`src/rtl/sertx_pkg.sv`:
```
`timescale 1ns/1ps
package sertx_pkg;

  // Parity selector encodings.
  localparam logic [1:0] PAR_NONE = 2'b00;
  localparam logic [1:0] PAR_EVEN = 2'b01;
  localparam logic [1:0] PAR_ODD  = 2'b10;

  // Bit sequencer phases.
  typedef enum logic [2:0] {
    ST_IDLE,
    ST_START,
    ST_DATA,
    ST_PAR,
    ST_STOP
  } sertx_state_e;

endpackage

```
`src/rtl/sertx_hold.sv`:
```
`timescale 1ns/1ps
// One-entry holding register between the write port and the shifter.
module sertx_hold #(
  parameter int DATA_W = 8
) (
  input  logic              clk,
  input  logic              rst_n,
  input  logic              wr_valid,
  output logic              wr_ready,
  output logic              wr_accept,
  input  logic [DATA_W-1:0] wr_data,
  input  logic              pop,
  output logic              full,
  output logic [DATA_W-1:0] data
);

  logic              full_q, full_d;
  logic [DATA_W-1:0] data_q, data_d;

  assign wr_ready  = !full_q;
  assign wr_accept = wr_valid && !full_q;
  assign full      = full_q;
  assign data      = data_q;

  always_comb begin
    full_d = full_q;
    data_d = data_q;
    if (pop) full_d = 1'b0;
    if (wr_accept) begin
      full_d = 1'b1;
      data_d = wr_data;
    end
  end

  always_ff @(posedge clk or negedge rst_n) begin
    if (!rst_n) begin
      full_q <= 1'b0;
      data_q <= '0;
    end else begin
      full_q <= full_d;
      data_q <= data_d;
    end
  end

endmodule

```
`src/rtl/sertx_seq.sv`:
```
`timescale 1ns/1ps
// Frame sequencer: start, data, parity, stop phases with stop-phase guard.
// OVERSAMPLE must be a power of two (the stop-phase elapsed count is {second_stop, sub}).
module sertx_seq
  import sertx_pkg::*;
#(
  parameter int DATA_W     = 8,
  parameter int OVERSAMPLE = 16
) (
  input  logic              clk,
  input  logic              rst_n,
  input  logic              tick,
  input  logic              tx_en,
  input  logic              cfg_short,
  input  logic [1:0]        cfg_par,
  input  logic              cfg_two_stop,
  input  logic              hold_full,
  input  logic [DATA_W-1:0] hold_data,
  output logic              pop,
  output logic              stop_entry,
  output logic              txd
);

  localparam int SUB_W = $clog2(OVERSAMPLE);
  localparam int IDX_W = $clog2(DATA_W);
  localparam int EL_W  = SUB_W + 1;
  localparam logic [SUB_W-1:0] SUB_LAST  = SUB_W'(OVERSAMPLE - 1);
  localparam logic [EL_W-1:0]  GUARD_ONE = EL_W'(OVERSAMPLE / 2);
  localparam logic [EL_W-1:0]  GUARD_TWO = EL_W'(OVERSAMPLE + OVERSAMPLE / 2);

  sertx_state_e      state_q, state_d;
  logic [SUB_W-1:0]  sub_q, sub_d;
  logic [IDX_W-1:0]  idx_q, idx_d;
  logic [DATA_W-1:0] shreg_q, shreg_d;
  logic              pbit_q, pbit_d;
  logic              short_q, short_d;
  logic              two_q, two_d;
  logic              paren_q, paren_d;
  logic              stophi_q, stophi_d;

  logic              load, bit_end, start_ok;
  logic [SUB_W-1:0]  sub_inc;
  logic [EL_W-1:0]   elapsed, guard;
  logic [IDX_W-1:0]  last_idx;
  logic [DATA_W-1:0] masked;
  logic              load_pbit;

  // Parity of the character about to be loaded.
  always_comb begin
    masked = hold_data;
    if (cfg_short) masked[DATA_W-1] = 1'b0;
    load_pbit = (^masked) ^ (cfg_par == PAR_ODD);
  end

  assign sub_inc  = sub_q + 1'b1;
  assign bit_end  = tick && (sub_q == SUB_LAST);
  assign start_ok = tick && tx_en && hold_full;
  assign elapsed  = {stophi_q, sub_q};
  assign guard    = two_q ? GUARD_TWO : GUARD_ONE;
  assign last_idx = short_q ? IDX_W'(DATA_W - 2) : IDX_W'(DATA_W - 1);

  always_comb begin
    state_d    = state_q;
    sub_d      = sub_q;
    idx_d      = idx_q;
    shreg_d    = shreg_q;
    pbit_d     = pbit_q;
    short_d    = short_q;
    two_d      = two_q;
    paren_d    = paren_q;
    stophi_d   = stophi_q;
    load       = 1'b0;
    stop_entry = 1'b0;
    unique case (state_q)
      ST_IDLE: begin
        if (start_ok) load = 1'b1;
      end
      ST_START, ST_DATA, ST_PAR: begin
        if (!tx_en) begin
          state_d = ST_IDLE;
        end else if (tick) begin
          sub_d = sub_inc;
          if (bit_end) begin
            if (state_q == ST_START) begin
              state_d = ST_DATA;
              idx_d   = '0;
            end else if (state_q == ST_DATA && idx_q != last_idx) begin
              idx_d   = idx_q + 1'b1;
              shreg_d = shreg_q >> 1;
            end else if (state_q == ST_DATA && paren_q) begin
              state_d = ST_PAR;
            end else begin
              state_d    = ST_STOP;
              stophi_d   = 1'b0;
              stop_entry = 1'b1;
            end
          end
        end
      end
      ST_STOP: begin
        if (!tx_en && elapsed >= guard) begin
          state_d = ST_IDLE;
        end else if (tick) begin
          sub_d = sub_inc;
          if (bit_end) begin
            if (two_q && !stophi_q) stophi_d = 1'b1;
            else if (start_ok)      load     = 1'b1;
            else                    state_d  = ST_IDLE;
          end
        end
      end
      default: state_d = ST_IDLE;
    endcase
    if (load) begin
      state_d  = ST_START;
      sub_d    = '0;
      idx_d    = '0;
      shreg_d  = hold_data;
      pbit_d   = load_pbit;
      short_d  = cfg_short;
      two_d    = cfg_two_stop;
      paren_d  = (cfg_par == PAR_EVEN) || (cfg_par == PAR_ODD);
      stophi_d = 1'b0;
    end
  end

  assign pop = load;

  always_comb begin
    unique case (state_q)
      ST_START: txd = 1'b0;
      ST_DATA:  txd = shreg_q[0];
      ST_PAR:   txd = pbit_q;
      default:  txd = 1'b1;
    endcase
  end

  always_ff @(posedge clk or negedge rst_n) begin
    if (!rst_n) begin
      state_q  <= ST_IDLE;
      sub_q    <= '0;
      idx_q    <= '0;
      shreg_q  <= '0;
      pbit_q   <= 1'b0;
      short_q  <= 1'b0;
      two_q    <= 1'b0;
      paren_q  <= 1'b0;
      stophi_q <= 1'b0;
    end else begin
      state_q  <= state_d;
      sub_q    <= sub_d;
      idx_q    <= idx_d;
      shreg_q  <= shreg_d;
      pbit_q   <= pbit_d;
      short_q  <= short_d;
      two_q    <= two_d;
      paren_q  <= paren_d;
      stophi_q <= stophi_d;
    end
  end

endmodule

```
`src/rtl/sertx_flag.sv`:
```
`timescale 1ns/1ps
// Transmit-end flag: set on stop-phase entry with nothing waiting, cleared by a write.
module sertx_flag (
  input  logic clk,
  input  logic rst_n,
  input  logic wr_accept,
  input  logic stop_entry,
  input  logic hold_full,
  output logic flag
);

  logic flag_q, flag_d;

  always_comb begin
    flag_d = flag_q;
    if (stop_entry && !hold_full) flag_d = 1'b1;
    if (wr_accept)                flag_d = 1'b0;
  end

  always_ff @(posedge clk or negedge rst_n) begin
    if (!rst_n) flag_q <= 1'b1;
    else        flag_q <= flag_d;
  end

  assign flag = flag_q;

endmodule

```
`src/rtl/sertx.sv`:
```
`timescale 1ns/1ps
module sertx #(
  parameter int DATA_W     = 8,
  parameter int OVERSAMPLE = 16
) (
  input  logic              clk,
  input  logic              rst_n,
  input  logic              tick,
  input  logic              tx_en,
  input  logic              cfg_short,
  input  logic [1:0]        cfg_par,
  input  logic              cfg_two_stop,
  input  logic [DATA_W-1:0] din,
  input  logic              din_valid,
  output logic              din_ready,
  output logic              txd,
  output logic              tx_end
);

  logic [1:0]        rst_sync_q;
  logic              rst_int_n;
  logic              wr_accept, pop, stop_entry, hold_full;
  logic [DATA_W-1:0] hold_data;

  // Reset asserts immediately, releases after two clock edges.
  always_ff @(posedge clk or negedge rst_n) begin
    if (!rst_n) rst_sync_q <= 2'b00;
    else        rst_sync_q <= {rst_sync_q[0], 1'b1};
  end
  assign rst_int_n = rst_sync_q[1];

  sertx_hold #(.DATA_W(DATA_W)) u_hold (
    .clk       (clk),
    .rst_n     (rst_int_n),
    .wr_valid  (din_valid),
    .wr_ready  (din_ready),
    .wr_accept (wr_accept),
    .wr_data   (din),
    .pop       (pop),
    .full      (hold_full),
    .data      (hold_data)
  );

  sertx_seq #(.DATA_W(DATA_W), .OVERSAMPLE(OVERSAMPLE)) u_seq (
    .clk          (clk),
    .rst_n        (rst_int_n),
    .tick         (tick),
    .tx_en        (tx_en),
    .cfg_short    (cfg_short),
    .cfg_par      (cfg_par),
    .cfg_two_stop (cfg_two_stop),
    .hold_full    (hold_full),
    .hold_data    (hold_data),
    .pop          (pop),
    .stop_entry   (stop_entry),
    .txd          (txd)
  );

  sertx_flag u_flag (
    .clk        (clk),
    .rst_n      (rst_int_n),
    .wr_accept  (wr_accept),
    .stop_entry (stop_entry),
    .hold_full  (hold_full),
    .flag       (tx_end)
  );

endmodule

```
`config.mk`:
```
export PLATFORM = sky130hd
export DESIGN_NAME = sertx
export DESIGN_NICKNAME = d
export VERILOG_FILES = /design/src/rtl/sertx_pkg.sv /design/src/rtl/sertx_hold.sv /design/src/rtl/sertx_seq.sv /design/src/rtl/sertx_flag.sv /design/src/rtl/sertx.sv
export SDC_FILE = /design/constraint.sdc
export NUM_CORES = 1
export LEC_CHECK = 0
export BUFFER_PORTS_ARGS = -buffer_cell sky130_fd_sc_hd__buf_4
export CAP_MARGIN = 20
export CELL_PAD_IN_SITES_DETAIL_PLACEMENT = 2
export CELL_PAD_IN_SITES_GLOBAL_PLACEMENT = 2
export CORE_ASPECT_RATIO = 0.6
export CORE_MARGIN = 4
export CORE_UTILIZATION = 39
export DETAILED_ROUTE_END_ITERATION = 16
export GPL_TIMING_DRIVEN = 0
export PLACE_DENSITY_LB_ADDON = 0.1
export REMOVE_ABC_BUFFERS = 1
export SYNTH_ARGS = -nofsm -noshare
export SYNTH_HDL_FRONTEND = slang
export SYNTH_HIERARCHICAL = 1
export SYNTH_SLANG_ARGS = --single-unit
```
`constraint.sdc`:
```
create_clock -name clk -period 2 [get_ports clk]
set_clock_uncertainty 0.2 [all_clocks]
set_input_delay 0.3 -clock clk [delete_from_list [all_inputs] [get_ports clk]]
set_output_delay 0.3 -clock clk [all_outputs]
set_load 0.01 [all_outputs]
```
==> summary.md <==
| Metric | Value |
|---|---|
| Multi-input logic area | around 0.0011 mm^2 |
| Max FO, Critical Path | 3 |
| Layout cells sized above 1 | 0.350 |
| Ys async rst share | 1.00 |
| Critical path launch point type | register |
| CTS tree | built |
| CP max stage delay | around 0.50 ns |
| First-pass GRT wire length | 11500 um |
| Initial Util | 0.411 |
| Fill cell count | between 400 and 500 |
| Gr busiest metal | met2 |
| H-tree levels | 2 |
| Antenna Nets Post-Route | 0 |
| Most common library cell in the layout ignoring fill and taps | buf_4 |
| Clock tree buffer depth | 2 |
| Cell taking the most area after synthesis | dfrtp_1 |
| CTS buffer count | 5 |
| Slowest stage cell, crit path | o211ai_1 |
| Seq/Total Area, Yosys | 0.461 |
| Vias per Instance | between 5 and 6 |
| Min Tclk post-route | 2.26 ns |
| Grt ovf | 0 |
| Post-synth EDFFs | 0 |
| Met1 usage | 0.330 |
| GR Util met3 | 0.0481 |
| Mean Syn Cell Area | around 9.7 um^2 |
| Die area | 0.00610 mm^2 |
| VDD IR-drop max | roughly 0.73 mV |
| Final WL | approximately 8600 um |
| Reg clk slew, reported paths | roughly 0.080 ns |
| Status | complete, but fails checks |
| Clk_lat worst skew | 0.30 ns |
| Setup ws final | -0.263 ns |
| Fin cells | between 300 and 400 |
| 1st-pass router iterations | 4 |
| Synth Flop Type | dfrtp_1 |
| # setup viols final | 14 |
| Max_cap viols | 0 |
| Post-Syn Area | roughly 0.0019 mm^2 |
| Crit. End Element | register |
| Die Width | 98.2 um |
| DIE HEIGHT | 62.1 um |
| Tightest Pin Transition | 0.849 ns |
| Vias in the first global route | ~2000 |
| # port buffers | 19 |
| Largest net degree at the start of global routing | 19 |
| Area growth, synth to finish | 31.5% |
| Leak Pwr | between 1 and 1.5 nW |
| Min-delay worst type | input port to register |
| Cell Pwr Density | approximately 1400 mW/mm^2 |
| Placed Cells | roughly 280 |
| Final Cell Area | between 0.002 and 0.003 mm^2 |
| Placement Setup Slack | -0.936 ns |
| Syn Inst Count | slightly below 200 |
| Final net count | roughly 260 |
| RSZ-0062 raised after global routing | yes |
| Fin. Hold Viols | 0 |
| Synth Register Bits | 35 |
| Top cells by area, synth | dfrtp_1, nand2_1, mux2_4, xnor2_1, ha_1 |
| Initial antenna violation count | 0 |
| Violated checks | negative setup slack |
| GRT Util Overall | 0.245 |
| DRC Markers | 0 |
| WP data required | approximately 2 ns |
| CTS root buf | clkbuf_8 |
| Critical path cell sequence | ha_4 > a21oi_2 > o211ai_1 > nand2_1 > nand2_2 > mux2_4 |
| Wire length per cell | between 20 and 30 um |
| Core ar. | between 0.004 and 0.005 mm^2 |
| Ys Warns | 6 |
| Yosys cell types | 48 |
| Hpwl dp | between 4000 and 5000 um |
| Tcrit/Tclk final | 1.13 |
| FMAX | between 400 and 500 MHz |
| Final core utilization | 0.540 |
| Count of clock tree sinks | 35 |
| WP data arrival | roughly 2.3 ns |
| Slew HR | 0.434 |
| Most frequent cells in the layout | buf_4, dfrtp_1, nand2_1 |
| Final worst hold slack | between 0.005 and 0.006 ns |
| Cell area after placement | 0.00213 mm^2 |
| Io pins | 20 |
| Post-synth top area share | 0.447 |
| Row cnt | 19 |
| Kind of critical path | register to register |
| FF+latch area | 880 um^2 |
| Detailed router's first-iteration violation count | just under 100 |
| Inserted Diodes | 0 |
| Vias post-DR | about 1800 |
| Gpl congestion | roughly 0.8 |
| Max-slew violations | 0 |
| GR Util met2 | 0.399 |
[where the power goes]
group	internal [mW]	switching [mW]
registers	0.978	0.380
logic	0.751	0.896
clock network	0.314	0.288
total	2.04	1.56
[Yosys cell counts (4+ instances only)]
master   number
o21ai_1       5
inv_1         9
a21oi_1      11
nand2_1      33
xnor2_1       9
nor2_1       20
ha_1          6
nor2b_1       4
a31oi_1      10
mux2_4        8
o21ai_0       5
dfrtp_1      34
[logic make-up after synthesis]
group / share of synthesized area
AO/OA/AOI/OAI: 0.156
XOR/XNOR: 0.0545
adder cells (fa/ha/maj): 0.0394
buffers and inverters: 0.0348
flip-flops: 0.461
multiplexers: 0.0742
other: 0.00197
AND/OR/NAND/NOR: 0.178
[state kept, by name (all words and copies together) (netlist names), 2 cells and up]
signal	cells
u_seq/idx_q	3
u_seq/sub_q	4
rst_sync_q	2
u_seq/state_q	3
u_seq/shreg_q	8
u_hold/data	8
[path summary, 6_finish.rpt]
| path | end | slack [ns] | depth (start not counted) | startpoint |
|---|---|---|---|---|
| worst max-delay path | u_seq/sub_q[0] | -0.26 | 6 | u_seq/stophi_q |
| worst min-delay path | u_seq/short_q | 0.006 | 3 | cfg_short |
| worst max register to register | u_seq/sub_q[0] | -0.26 | 6 | u_seq/stophi_q |
| worst min register to register | u_seq/shreg_q[6] | 0.16 | 0 | rst_sync_q[1] |
| max in group asynchronous | u_seq/sub_q[3] | 0.86 | 1 | rst_sync_q[1] |
| min in group asynchronous | rst_sync_q[1] | 0.11 | 2 | rst_n |
[through the flow]
stage	power, mW	setup TNS (ns)
final	3.61	-1.74
after global routing	3.79	-3.06
after CTS	3.29	-0.0364
after detailed placement	2.45	-13.53
after global placement	2.32	-10.54
after floorplan	2.06	-1.15
[what timing repair did]
item	CTS	global route
buffers inserted	9	8
resized for setup	20	9
hold endpoints to repair	2	0
pin swaps	8	4
hold buffers	1	0
cloned	1	0
endpoints found under the setup margin	25	20
[per-layer routing]
| metal | wire, um | vias up | part of all wire |
|---|---|---|---|
| met5 | 0 | - | 0 |
| met2 | 4250 | 69 | 0.49 |
| met1 | 3590 | 919 | 0.41 |
| met3 | 442 | 32 | 0.051 |
| met4 | 359 | 0 | 0.042 |
| li1 | - | 758 | - |
[final cells by class]
type	count	area share
clock inverters	1	0.00300
clock buffers	7	0.0385
inverters	10	0.0170
flip-flops and latches	35	0.351
repair buffers	39	0.126
multi-input cells	148	0.433
well taps	63	0.0315
[critical path: cells and delay by family (launching register included)]
kind	cells	cell delay, ns
and+or+nand+nor	2	0.34
adders and majority gates	1	0.29
muxes	1	0.30
AOI/OAI and AO/OA	2	0.56
DFF	1	0.45
Note: power is estimated with default switching activity, not from simulation.
